**src/rtl/mod3_pkg.sv**
```systemverilog
package mod3_pkg;

   localparam int REM_W    = 2;
   localparam int TRIAL_W  = 3;
   localparam int PIPE_LAT = 4;

   typedef logic [REM_W-1:0]   rem_t;
   typedef logic [TRIAL_W-1:0] trial_t;

   // fixed-point one-third: floor((2^w - 1) / 3), always just below 2^w/3
   function automatic logic [63:0] recip_third(input int w);
      logic [63:0] all_ones;
      all_ones = (64'd1 << w) - 64'd1;
      return all_ones / 64'd3;
   endfunction

   // largest quotient a w-bit dividend can give
   function automatic logic [63:0] max_quo(input int w);
      return ((64'd1 << w) - 64'd1) / 64'd3;
   endfunction

endpackage

```
**src/rtl/m3_mul_stage.sv**
```systemverilog
module m3_mul_stage #(
   parameter int DATA_W        = 16,
   parameter bit SHIFT_ADD_MUL = 1'b0
) (
   input  logic                  clk,
   input  logic                  rst_n,
   input  logic                  i_vld,
   input  logic [DATA_W-1:0]     i_x,
   output logic                  o_vld,
   output logic [DATA_W-1:0]     o_x,
   output logic [2*DATA_W-1:0]   o_prod
);

   localparam int PROD_W = 2 * DATA_W;
   localparam logic [DATA_W-1:0] RECIP = DATA_W'(mod3_pkg::recip_third(DATA_W));

   logic [PROD_W-1:0] prod_d;

   generate
      if (SHIFT_ADD_MUL) begin : g_shift_add
         // one shifted copy of the operand for every set bit of the constant
         always_comb begin
            prod_d = '0;
            for (int b = 0; b < DATA_W; b++) begin
               if (RECIP[b]) prod_d = prod_d + (PROD_W'(i_x) << b);
            end
         end
      end else begin : g_operator
         assign prod_d = PROD_W'(i_x) * PROD_W'(RECIP);
      end
   endgenerate

   always_ff @(posedge clk or negedge rst_n) begin
      if (!rst_n) begin
         o_vld  <= 1'b0;
         o_x    <= '0;
         o_prod <= '0;
      end else begin
         o_vld <= i_vld;
         if (i_vld) begin
            o_x    <= i_x;
            o_prod <= prod_d;
         end
      end
   end

endmodule

```
**src/rtl/m3_scale_sub.sv**
```systemverilog
module m3_scale_sub #(
   parameter int DATA_W = 16
) (
   input  logic                   clk,
   input  logic                   rst_n,
   input  logic                   i_vld,
   input  logic [DATA_W-1:0]      i_x,
   input  logic [2*DATA_W-1:0]    i_prod,
   output logic                   o_vld,
   output logic [DATA_W-1:0]      o_q,
   output mod3_pkg::trial_t       o_trial
);

   localparam int TQ_W = DATA_W + 2;

   // scale stage: keep the upper half of the product as the trial quotient
   logic [DATA_W-1:0] q_scaled;
   logic [DATA_W-1:0] prod_low_unused;
   assign {q_scaled, prod_low_unused} = i_prod;

   logic              s2_vld;
   logic [DATA_W-1:0] s2_x;
   logic [DATA_W-1:0] s2_q;

   always_ff @(posedge clk or negedge rst_n) begin
      if (!rst_n) begin
         s2_vld <= 1'b0;
         s2_x   <= '0;
         s2_q   <= '0;
      end else begin
         s2_vld <= i_vld;
         if (i_vld) begin
            s2_x <= i_x;
            s2_q <= q_scaled;
         end
      end
   end

   // subtract stage: 3q built as q + 2q, trial remainder fits in three bits
   logic [TQ_W-1:0]                       three_q;
   logic [TQ_W-1:0]                       diff;
   logic [TQ_W-mod3_pkg::TRIAL_W-1:0]     diff_high_unused;
   mod3_pkg::trial_t                      trial_d;

   assign three_q = {1'b0, s2_q, 1'b0} + {2'b00, s2_q};
   assign diff    = {2'b00, s2_x} - three_q;
   assign {diff_high_unused, trial_d} = diff;

   always_ff @(posedge clk or negedge rst_n) begin
      if (!rst_n) begin
         o_vld   <= 1'b0;
         o_q     <= '0;
         o_trial <= '0;
      end else begin
         o_vld <= s2_vld;
         if (s2_vld) begin
            o_q     <= s2_q;
            o_trial <= trial_d;
         end
      end
   end

   // trial quotient is the true one or one below it
   p_trial_q_close_r4: assert property (@(posedge clk) disable iff (!rst_n)
      s2_vld |-> ((s2_q == s2_x / DATA_W'(3)) || (s2_q + DATA_W'(1) == s2_x / DATA_W'(3))))
      else $error("trial quotient off by more than one");

   // so the trial remainder stays below twice the divisor
   p_trial_rem_r4: assert property (@(posedge clk) disable iff (!rst_n)
      o_vld |-> (o_trial < 3'd6))
      else $error("trial remainder out of range");

endmodule

```
**src/rtl/m3_fixup.sv**
```systemverilog
module m3_fixup #(
   parameter int DATA_W = 16
) (
   input  logic                 clk,
   input  logic                 rst_n,
   input  logic                 i_vld,
   input  logic [DATA_W-1:0]    i_q,
   input  mod3_pkg::trial_t     i_trial,
   output logic                 o_vld,
   output logic [DATA_W-1:0]    o_quo,
   output mod3_pkg::rem_t       o_rem
);

   logic             over;
   mod3_pkg::rem_t   rem_d;
   logic [DATA_W-1:0] quo_d;

   assign over  = (i_trial >= 3'd3);
   assign rem_d = over ? mod3_pkg::rem_t'(i_trial - 3'd3) : i_trial[1:0];
   assign quo_d = over ? i_q + DATA_W'(1) : i_q;

   always_ff @(posedge clk or negedge rst_n) begin
      if (!rst_n) begin
         o_vld <= 1'b0;
         o_quo <= '0;
         o_rem <= '0;
      end else begin
         o_vld <= i_vld;
         if (i_vld) begin
            o_quo <= quo_d;
            o_rem <= rem_d;
         end
      end
   end

   p_rem_range_r1: assert property (@(posedge clk) disable iff (!rst_n)
      o_vld |-> (o_rem <= 2'd2))
      else $error("remainder above two");

endmodule

```
**src/rtl/mod3_recip_pipe.sv**
```systemverilog
module mod3_recip_pipe #(
   parameter int DATA_W        = 16,
   parameter bit SHIFT_ADD_MUL = 1'b0
) (
   input  logic                  clk,
   input  logic                  rst_n,
   input  logic                  op_valid,
   input  logic [DATA_W-1:0]     op_x,
   output logic                  res_valid,
   output logic [1:0]            res_rem,
   output logic [DATA_W-1:0]     res_quo
);

   localparam int PROD_W = 2 * DATA_W;
   localparam logic [DATA_W-1:0] QUO_MAX = DATA_W'(mod3_pkg::max_quo(DATA_W));

   initial begin
      assert (DATA_W >= 2 && DATA_W <= 32)
         else $error("DATA_W must lie in 2..32");
   end

   logic                  m_vld;
   logic [DATA_W-1:0]     m_x;
   logic [PROD_W-1:0]     m_prod;
   logic                  t_vld;
   logic [DATA_W-1:0]     t_q;
   mod3_pkg::trial_t      t_trial;
   mod3_pkg::rem_t        f_rem;

   m3_mul_stage #(.DATA_W(DATA_W), .SHIFT_ADD_MUL(SHIFT_ADD_MUL)) u_mul (
      .clk    (clk),
      .rst_n  (rst_n),
      .i_vld  (op_valid),
      .i_x    (op_x),
      .o_vld  (m_vld),
      .o_x    (m_x),
      .o_prod (m_prod)
   );

   m3_scale_sub #(.DATA_W(DATA_W)) u_sub (
      .clk     (clk),
      .rst_n   (rst_n),
      .i_vld   (m_vld),
      .i_x     (m_x),
      .i_prod  (m_prod),
      .o_vld   (t_vld),
      .o_q     (t_q),
      .o_trial (t_trial)
   );

   m3_fixup #(.DATA_W(DATA_W)) u_fix (
      .clk     (clk),
      .rst_n   (rst_n),
      .i_vld   (t_vld),
      .i_q     (t_q),
      .i_trial (t_trial),
      .o_vld   (res_valid),
      .o_quo   (res_quo),
      .o_rem   (f_rem)
   );

   assign res_rem = f_rem;

   // edges seen since reset, saturating at the pipeline depth
   logic [2:0] edges_seen;
   always_ff @(posedge clk or negedge rst_n) begin
      if (!rst_n)                                   edges_seen <= '0;
      else if (edges_seen != 3'(mod3_pkg::PIPE_LAT)) edges_seen <= edges_seen + 3'd1;
   end

   p_latency_r2: assert property (@(posedge clk) disable iff (!rst_n)
      (edges_seen == 3'(mod3_pkg::PIPE_LAT)) |-> (res_valid == $past(op_valid, 4)))
      else $error("valid flag not delayed by four edges");

   p_exact_r3: assert property (@(posedge clk) disable iff (!rst_n)
      ((edges_seen == 3'(mod3_pkg::PIPE_LAT)) && res_valid) |->
         (({2'b00, res_quo} + {1'b0, res_quo, 1'b0} + {{DATA_W{1'b0}}, res_rem})
            == {2'b00, $past(op_x, 4)}))
      else $error("quotient and remainder do not rebuild the dividend");

   p_quo_max_r5: assert property (@(posedge clk) disable iff (!rst_n)
      res_valid |-> (res_quo <= QUO_MAX))
      else $error("quotient above its ceiling");

   p_hold_r6: assert property (@(posedge clk) disable iff (!rst_n)
      ((edges_seen != 3'd0) && !res_valid) |-> ($stable(res_rem) && $stable(res_quo)))
      else $error("outputs moved without a valid result");

endmodule

```
**config.mk**
```make
export PLATFORM = sky130hd
export DESIGN_NAME = mod3_recip_pipe
export DESIGN_NICKNAME = d
export VERILOG_FILES = /design/src/rtl/mod3_pkg.sv /design/src/rtl/m3_mul_stage.sv /design/src/rtl/m3_scale_sub.sv /design/src/rtl/m3_fixup.sv /design/src/rtl/mod3_recip_pipe.sv
export SDC_FILE = /design/constraint.sdc
export NUM_CORES = 1
export LEC_CHECK = 0
export BUFFER_PORTS_ARGS = -buffer_cell sky130_fd_sc_hd__buf_4
export CORE_MARGIN = 3
export CORE_UTILIZATION = 29
export CTS_BUF_LIST = sky130_fd_sc_hd__clkbuf_4 sky130_fd_sc_hd__clkbuf_8 sky130_fd_sc_hd__clkbuf_16
export CTS_CLUSTER_DIAMETER = 30
export DETAILED_ROUTE_END_ITERATION = 8
export GPL_ROUTABILITY_DRIVEN = 0
export SLEW_MARGIN = 40
export SYNTH_ARGS = -nofsm -noshare
export SYNTH_HDL_FRONTEND = slang
export SYNTH_SLANG_ARGS = --single-unit
```
**constraint.sdc**
```tcl
create_clock -name clk -period 2.2 [get_ports clk]
set_input_delay 0 -clock clk [delete_from_list [all_inputs] [get_ports clk]]
set_output_delay 0 -clock clk [all_outputs]
set_load 0.01 [all_outputs]
```
[Yosys cells after proc, flatten, opt, wreduce, memory -nomap -nowiden]
Cells that the tools add are included.
Cells by class
  add/sub/neg operators: 4
  multipliers: 1
  divide/modulo/power cells: 0
  order comparisons: 1
  eq/ne operators: 0
  shifts and indexed selects: 0
  muxes and demuxes: 2
  bitwise logic cells: 0
  reduce and logical (&&, ||, !) cells: 0
Operators with widths (number)
  $mul A16 B15 Y31 const B: 1
  $add A15 B1 Y16 const B: 1
  $mux W16: 1
  $add A3 B3 Y3: 1
  $ge A3 B2 Y1 const B: 1
  $sub A3 B3 Y3: 1
  $mux W2: 1
  $sub A2 B2 Y2 const B: 1
Word-level totals
  register bits after elaboration: 92
  latch bits: 0
  memory bits (writable): 0
  memory bits (read-only): 0
  input bits: 19
  output and inout port bits: 19
  word-level logic and storage cells: 20
  memories: 0

[Depth between registers and ports, before layout]
Gate-level depths: netlist of run 1.
  word-level depth: 2
  gate-level depth with buffers: 19
  mapped depth without buffers: 19

[Modules after synthesis]
From an unflattened synthesis of run 1, not the netlist that was laid out.
Unflattened totals
  cell total of the unflattened synthesis: 826
  area total of the unflattened synthesis: 8812.2 sq um
By module, submodules not included
  m3_mul_stage: instances 1, cells an instance 622, area each 6226.0 sq um
  m3_scale_sub: instances 1, cells an instance 94, area each 1547.7 sq um
  m3_fixup: instances 1, cells an instance 110, area each 1038.5 sq um

[Worst setup path after synthesis of run 1]
No wires, ideal clock.
  kind: input -> register
  start point: input port op_x[2]
  end point: register u_mul.o_prod[19]
  arrival: 4.606 ns
  required time: 2.075 ns
  setup slack: -2.530 ns
  stages on the path: 19
  buffers on the path: 0
  cells stage by stage: ha_1 > xor2_1 > ha_1 > inv_1 > fa_1 > inv_1 > fa_1 > fa_1 > inv_1 > fa_1 > inv_1 > ha_1 > and4_4 > and4bb_4 > a221oi_4 > o21bai_2 > a21oi_2 > xnor2_1 > mux2_2
On the way
  longest elaborated chain between the ends: 1
Ends and longest elaborated chain
  start: declaration: RTL line mod3_recip_pipe.sv:8  | input logic [DATA_W-1:0] op_x,
  $mul A16 B15 Y31: RTL line m3_mul_stage.sv:29  | assign prod_d = PROD_W'(i_x) * PROD_W'(RECIP);
  end signal: assignment: RTL line m3_mul_stage.sv:42  | o_prod <= prod_d;
  end: declaration: RTL line m3_mul_stage.sv:11  | output logic [2*DATA_W-1:0] o_prod
Every way passes these cells.
A chain may end at the register's enable or synchronous reset.

[Worst setup path in the final report of run 1]
  start point: input port op_x[1]
  end point: register u_mul.o_prod[19]
The elaborated chain is that of the path after synthesis.

==> results by group, run 1 <==
Critical path
  – Largest fanout of any net on the critical path: 4
  – Cell-by-cell listing of the critical path: buf_8 > ha_4 > fa_1 > inv_2 > fa_1 > inv_1 > fa_2 > fa_1 > fa_1 > ha_4 > and4_4 > and4bb_4 > a221oi_4 > buf_4 > o21bai_4 > a21oi_2 > xnor2_1 > mux2_4
  – Data required time of the worst path: 2.41 ns
  – CP max stage cell: sky130_fd_sc_hd__fa_1
  – Critical path launch point type: input port
  – Launch point of the worst path: op_x[1]
  – Worst Path Class, Setup: input port to flop
  – Flop2flop setup slack: about 0.3 ns
  – Capture instance of the worst register-to-register path: u_fix.o_quo[13]
  – Cell count of the worst reg-to-reg path: 8
  – Crit path top cell by count: sky130_fd_sc_hd__fa_1
  – Stage delay of the slowest cell on the critical path: 0.55 ns
  – Arrival time of the worst setup path: 4.55 ns
  – Launch instance of the worst register-to-register path: u_sub.o_trial[0]
  – Type of destination of the critical path: flop

Hold path
  – Type of the most critical hold path: input port to flop
  – End of the worst hold path: u_mul.o_x[2]
  – Launch instance of the worst min-delay path: op_x[2]
  – Worst hold stages: 3

Floorplan
  – Initial core utilization: 29.8%
  – Die outline area: roughly 27000 sq um
  – Core area: 24500 sq um
  – # IOs: 38
  – Height of the chip: 164 microns
  – Die width: 164 microns
  – Number of placement rows: 57

Timing
  – Setup TNS: -30.34 ns
  – Worst Setup Slack, final: -2.14 ns
  – Worst-Margin Slew: 0.731 ns
  – Number of hold violations in the final report: 0
  – Final setup violating endpoints: 15
  – Max Freq: 0.230 GHz
  – Final critical delay including setup and external delays: about 4.3 ns
  – Relative max-transition margin: 51.3%
  – RSZ-0062 raised after global routing: yes
  – Final Slew Violations: 0
  – Fraction of the cycle the final worst path needs: 197%
  – Clock skew after layout: 0.00375 ns

Global routing
  – Total global-route track usage: 12.3%
  – Maximum number of pins on one net before global-route repair: 77
  – Antenna violations before repair: 0
  – Leftover overflow at the end of global routing: 0
  – First-pass GRT wire length: around 27000 microns
  – Vias in the first global route: 5403

Finish
  – Antenna diode instance count: 0
  – Layout cell share with drive strength beyond 1: roughly a third
  – Fin area: 9610 sq um
  – Synthesis-to-layout area growth: 32.0%
  – Post-Layout Cell Count: 1155
  – Final net count: 1035
  – Fill count: 2393

Clock network
  – CTS tree: yes
  – Buffer depth of the longest clock path: 2
  – Count of H-tree levels built during CTS: 3
  – Number of clock sinks: 76
  – Number of buffers created by CTS: 9
  – Worst-skew pair later-pin latency: 0.33 ns
  – Root buf cell: sky130_fd_sc_hd__clkbuf_16
  – Clk pin slew, worst setup/hold paths: ~0.060 ns

Drt
  – Post-DR wirelength/cell: 13.3 microns
  – Overall via count from detail_route: 5104
  – Total Routed Length: 15400 microns
  – Average vias per placed instance: between 4 and 5
  – Number of optimization iterations in the first detailed-route pass: 4
  – Residual antenna-violating net count after detailed routing: 0
  – Number of DRC violations after detailed-routing iteration 0: 215
  – Number of design rule violations left after detail routing: 0

Synthesis
  – Number of flip-flops and latches in the synthesized netlist: 76
  – Warnings from Yosys: 0
  – Post-synthesis net count: 891
  – Summed instance area of the synthesized netlist: slightly above 7000 sq um
  – Async SR Flop Fraction: 100%
  – Post-Synthesis Cells: 682
  – Sequential area share after synthesis: 26.1%
  – Number of enable flip-flop cells after synthesis: 0
  – Synth cell types: 46
  – Synth Area per Inst: 10.7 sq um
  – Commonest register cell after synthesis: sky130_fd_sc_hd__dfrtp_1

Placement
  – Post-Place Worst Slack: -2.55 ns
  – Total of buffers placed on input and output ports: 37
  – Post-DP HPWL: 13000 microns
  – Number of placed cells counting well taps: 1127
  – Area after DPL: 8960 sq um

Flow run
  – Max Cap Violations: 0

Status
  – Run status: complete, but fails checks
  – Failing checks: negative setup slack
## stage by stage
| step | hold WS, ns | util (%) |
|---|---|---|
| after detailed placement | 0.0752 | 36.6 |
| after floorplan | -0.296 | - |
| after global placement | 0.207 | 36.6 |
| final | 0.0287 | 39.3 |
| after global routing | 0.0341 | 39.3 |
| after CTS | 0.0258 | 39.0 |
## state kept, by name, summed over array words and instances (netlist names), 2 cells and up
name,flops
u_mul.o_prod,15
u_fix.o_rem,2
u_sub.s2_x,3
u_fix.o_quo,16
u_sub.o_trial,3
u_sub.o_q,15
u_mul.o_x,3
u_sub.s2_q,15
## routing by layer
layer,GRT usage (%),share of wire [%],wire length (microns),vias to the layer above
li1,-,-,-,2572
met1,18.0,51,7870,2441
met2,19.5,44,6830,70
met3,1.13,2.7,418,21
met4,3.47,1.7,255,0
met5,0,0,0,-
## how the worst max path moves through the flow
stage | end | slack, ns | cells after the start
2_1_floorplan | u_mul.o_prod[25] | -2.22 | 16
6_report | u_mul.o_prod[19] | -2.14 | 18
4_1_cts | u_mul.o_prod[23] | -2.16 | 18
3_3_place_gp | u_mul.o_prod[25] | -2.46 | 20
3_5_place_dp | u_mul.o_prod[25] | -2.55 | 20
5_1_grt | u_mul.o_prod[19] | -2.30 | 18
## critical path: cells and delay by family
family          cells  cell delay, ns
fa+ha+maj           7            2.96
compound gates      3            0.50
buf+inv             4            0.39
simple gates        2            0.37
mux                 1            0.25
xor+xnor            1            0.08
## layout by cell type, fill, tap and decap left out, types with 12 or more instances in the layout
cell                        n
sky130_fd_sc_hd__a21oi_1   28
sky130_fd_sc_hd__a21oi_2   13
sky130_fd_sc_hd__buf_4    139
sky130_fd_sc_hd__dfrtp_1   76
sky130_fd_sc_hd__fa_1      66
sky130_fd_sc_hd__ha_1      97
sky130_fd_sc_hd__ha_4      23
sky130_fd_sc_hd__inv_1    120
sky130_fd_sc_hd__mux2_2    39
sky130_fd_sc_hd__nand2_1   23
sky130_fd_sc_hd__nand4_1   12
sky130_fd_sc_hd__nor2_1    34
sky130_fd_sc_hd__xnor2_1   19
sky130_fd_sc_hd__xor2_1    13
## cells by family after synthesis
logic type	count (synthesis)	synth area share, %
buffers and inverters	139	7.19
adders and majority gates	190	39.6
muxes	53	8.15
AOI/OAI and AO/OA	96	8.72
and+or+nand+nor	91	5.79
DFF	76	26.1
xor gates and xnor gates	37	4.45
## what timing repair did
| action | 4_1_cts | 5_1_grt |
|---|---|---|
| endpoints found under the setup margin | 15 | 15 |
| gates resized for setup | 37 | 12 |
| buffers inserted | 8 | 3 |
| endpoints found under the hold margin | 77 | 0 |
| pin swaps | 28 | 14 |
| hold buffers | 2 | 0 |
## synth_stat cells (all sizes together), types with 2 or more instances
cell type | instances | share of area [%]
nand3 | 7 | 0.48
mux2i | 3 | 0.41
dfrtp | 76 | 26
o21ai | 18 | 1.3
a221oi | 2 | 0.48
fa | 67 | 18
a211oi | 3 | 0.31
buf | 2 | 0.12
ha | 123 | 21
xnor2 | 21 | 2.5
nor3 | 2 | 0.14
nor2b | 2 | 0.17
o21a | 2 | 0.21
mux2 | 50 | 7.7
o21bai | 3 | 0.36
a21oi | 42 | 3.0
a21boi | 3 | 0.36
clkbuf | 14 | 0.72
nand2 | 26 | 1.3
and3 | 2 | 0.17
inv | 123 | 6.3
nand4 | 12 | 1.0
nor2 | 35 | 1.8
a21o | 11 | 1.1
o211ai | 4 | 0.48
a311oi | 2 | 0.24
xor2 | 16 | 1.9
## layout make-up
cell class	count	area (sq um)	area share, %
Clock buffer	9	225	2.34
Clock inverter	7	91.3	0.951
Inverter	123	462	4.81
Multi-Input combinational cell	467	5360	55.8
Sequential cell	76	1900	19.8
Tap cell	324	405	4.22
Timing Repair Buffer	149	1160	12.1
Power of run 1 is not shown: default switching activity piles up to over one toggle a cycle in this logic, so the estimate is an artifact.
==> inputs of run 2 (changes only) <==
--- a/config.mk
+++ b/config.mk
@@ -5,13 +5,18 @@
 export SDC_FILE = /design/constraint.sdc
 export NUM_CORES = 1
 export LEC_CHECK = 0
+export ABC_CLOCK_PERIOD_IN_PS = 2200
 export BUFFER_PORTS_ARGS = -buffer_cell sky130_fd_sc_hd__buf_4
+export CELL_PAD_IN_SITES_DETAIL_PLACEMENT = 0
+export CELL_PAD_IN_SITES_GLOBAL_PLACEMENT = 1
 export CORE_MARGIN = 3
 export CORE_UTILIZATION = 29
 export CTS_BUF_LIST = sky130_fd_sc_hd__clkbuf_4 sky130_fd_sc_hd__clkbuf_8 sky130_fd_sc_hd__clkbuf_16
 export CTS_CLUSTER_DIAMETER = 30
 export DETAILED_ROUTE_END_ITERATION = 8
 export GPL_ROUTABILITY_DRIVEN = 0
+export PLACE_DENSITY_LB_ADDON = 0.1
+export SETUP_SLACK_MARGIN = 0.3
 export SLEW_MARGIN = 40
 export SYNTH_ARGS = -nofsm -noshare
 export SYNTH_HDL_FRONTEND = slang
==> run 2 against run 1 <==
  * The flow still finishes with violations (negative setup slack)
  * Utilization grew 0.75 points
  * Routed wire length grew 8.2%
  * Count of clock-buffer cells in the layout is the same
  * Critical path depth shrank 1
  * Sequential share of layout area shrank 0.37 points
  * Final area grew 1.9%
  * Hold slack gained 0.059 ns
==> results by group, run 2 (synthesized netlist as in run 1, its figures left out) <==
Status
  – Run status: complete, but fails checks
  – Failing checks: negative setup slack

Finish
  – Synthesis-to-layout area growth: 34.5%
  – FF+latch area: 1900 sq um (unchanged)
  – Most common cell after layout, fill and taps aside: sky130_fd_sc_hd__buf_4
  – Largest register FFs: 16 (unchanged)
  – Commonest non-fill, non-tap cells in the layout: sky130_fd_sc_hd__buf_4, sky130_fd_sc_hd__inv_1, sky130_fd_sc_hd__ha_1, sky130_fd_sc_hd__dfrtp_1, sky130_fd_sc_hd__fa_1
  – Multi-input gate area in the final layout: 5450 sq um (+1.7%)
  – Layout cell share with drive strength beyond 1: 36.4% (+2.0 points)
  – Final net count: 1044 (+0.87%)
  – Register with the highest flop count: u_fix.o_quo
  – Fill count: 2418 (+1.0%)
  – Antenna diode instance count: 0 (unchanged)

Clock network
  – Count of H-tree levels built during CTS: 3 (unchanged)
  – CTS tree: yes
  – Clk pin slew, worst setup/hold paths: 0.06 ns (about the same)
  – Buffer depth of the longest clock path: 2 (unchanged)
  – Number of buffers created by CTS: 9 (unchanged)
  – Worst-skew pair later-pin latency: 0.33 ns (about the same)
  – Root buf cell: sky130_fd_sc_hd__clkbuf_16
  – Number of clock sinks: 76 (unchanged)

Floorplan
  – Core area: 24500 sq um (unchanged)
  – Die outline area: 27000 sq um (unchanged)
  – # IOs: 38 (unchanged)
  – Number of placement rows: 57 (unchanged)
  – Initial core utilization: 29.8% (unchanged)
  – Die width: 164 microns (unchanged)
  – Height of the chip: 164 microns (unchanged)

Global routing
  – First-pass GRT wire length: 28400 microns (+5.6%)
  – Total global-route track usage: 13.2% (+0.83 points)
  – Vias in the first global route: 5605 (+3.7%)
  – Maximum number of pins on one net before global-route repair: 77 (unchanged)
  – Antenna violations before repair: 0 (unchanged)
  – Leftover overflow at the end of global routing: 0 (unchanged)

Timing
  – Worst Setup Slack, final: -2.11 ns (+0.0321 ns)
  – Worst-Margin Slew: 0.734 ns (+0.00313 ns)
  – Final setup violating endpoints: 15 (unchanged)
  – Number of hold violations in the final report: 0 (unchanged)
  – Relative max-transition margin: 51.1% (-0.21 points)
  – Final Slew Violations: 0 (unchanged)
  – Fraction of the cycle the final worst path needs: 196% (-1.5 points)
  – Final critical delay including setup and external delays: 4.31 ns (-0.0321 ns)
  – Max Freq: 0.232 GHz (+0.75%)
  – RSZ-0062 raised after global routing: yes
  – Clock skew after layout: 0.00434 ns (+0.000593 ns)

Critical path
  – Flop2flop setup slack: 0.46 ns (+0.16 ns)
  – Capture instance of the worst register-to-register path: u_fix.o_quo[13]
  – Arrival time of the worst setup path: 4.51 ns (-0.04 ns)
  – Type of destination of the critical path: flop
  – Worst Path Class, Setup: input port to flop
  – Largest fanout of any net on the critical path: 4 (unchanged)
  – Data required time of the worst path: 2.40 ns (about the same)
  – Launch instance of the worst register-to-register path: u_sub.o_trial[0]
  – Cell count of the worst reg-to-reg path: 8 (unchanged)
  – Critical path launch point type: input port

Hold path
  – Type of the most critical hold path: input port to flop
  – Launch instance of the worst min-delay path: op_x[0]
  – End of the worst hold path: u_mul.o_x[0]
  – Worst hold stages: 3 (unchanged)

Drt
  – Total Routed Length: 16600 microns (+8.2%)
  – Average vias per placed instance: 4.37 (-1.0%)
  – Residual antenna-violating net count after detailed routing: 0 (unchanged)
  – Number of design rule violations left after detail routing: 0 (unchanged)
  – Number of DRC violations after detailed-routing iteration 0: 138 (-36%)
  – Number of optimization iterations in the first detailed-route pass: 4 (unchanged)
  – Overall via count from detail_route: 5092 (-0.24%)
  – Post-DR wirelength/cell: 14.3 microns (+7.4%)

Placement
  – Post-DP HPWL: 14400 microns (+11%)
  – Post-Place Worst Slack: -2.56 ns (-0.00345 ns)
  – Total of buffers placed on input and output ports: 37 (unchanged)

Flow run
  – Max Cap Violations: 0 (unchanged)
run 2: changes by cell type in the layout (fill, tap and decap cells not counted), moves of 3 or more:
cell | previous run | this run
sky130_fd_sc_hd__ha_4 | 23 | 28
sky130_fd_sc_hd__clkinv_2 | 3 | 0
sky130_fd_sc_hd__inv_6 | 0 | 4
sky130_fd_sc_hd__ha_1 | 97 | 94
sky130_fd_sc_hd__buf_4 | 139 | 144
run 2: worst max path at each step:
stage / from / to / slack [ns]
5_1_grt: op_x[1] / u_mul.o_prod[29] / -2.28
4_1_cts: op_x[1] / u_mul.o_prod[25] / -2.12
2_1_floorplan: op_x[1] / u_mul.o_prod[25] / -2.22
3_3_place_gp: op_x[1] / u_mul.o_prod[25] / -2.50
3_5_place_dp: op_x[4] / u_mul.o_prod[25] / -2.56
6_report: op_x[1] / u_mul.o_prod[29] / -2.11
run 2: layout make-up:
class | instances | area share, %
Tap cell | 324 | 4.14
Multi-Input combinational cell | 467 | 55.6
Timing Repair Buffer | 158 | 12.9
Sequential cell | 76 | 19.4
Clock buffer | 9 | 2.30
Inverter | 123 | 4.72
Clock inverter | 7 | 0.844
run 2: routing by layer:
layer  global-route usage (%)  part of all wire [%]  vias up
met1                     18.5                    49     2435
met2                     22.0                    47       57
li1                         -                     -     2584
met4                     3.55                   1.8        0
met5                        0                     0        -
met3                     1.03                   2.6       16
run 2: stage by stage:
step	utilization, %	instances	hold slack (ns)	area (sq um)	setup TNS (ns)
2_1_floorplan	-	682	-0.296	7590	-29.96
3_3_place_gp	36.9	1133	0.201	9030	-36.03
3_5_place_dp	36.9	1133	0.0719	9030	-36.50
4_1_cts	39.5	1161	0.0706	9650	-29.88
5_1_grt	40.0	1164	0.0959	9790	-32.09
6_report	40.0	1164	0.0882	9790	-29.69
run 2: worst max-delay path, cell delays in order:
cell and delay, ns:
sky130_fd_sc_hd__buf_8 0.11, sky130_fd_sc_hd__ha_4 0.24, sky130_fd_sc_hd__fa_1 0.52, sky130_fd_sc_hd__inv_2 0.05, sky130_fd_sc_hd__fa_1 0.49, sky130_fd_sc_hd__inv_1 0.05
sky130_fd_sc_hd__fa_2 0.42, sky130_fd_sc_hd__fa_1 0.56, sky130_fd_sc_hd__fa_1 0.45, sky130_fd_sc_hd__ha_4 0.32, sky130_fd_sc_hd__and4_4 0.22, sky130_fd_sc_hd__and4bb_4 0.25
sky130_fd_sc_hd__a221oi_4 0.08, sky130_fd_sc_hd__o211ai_2 0.23, sky130_fd_sc_hd__nand2_2 0.12, sky130_fd_sc_hd__a221oi_2 0.28, sky130_fd_sc_hd__o211ai_1 0.11
run 2: timing repair:
item,4_1_cts,5_1_grt
hold buffers,2,0
pin swaps,25,22
hold endpoints to repair,77,0
endpoints found under the setup margin,18,19
gates cloned,0,0
buffers inserted,10,3
gates resized for setup,41,26
Power of run 2 is left out for the same reason.
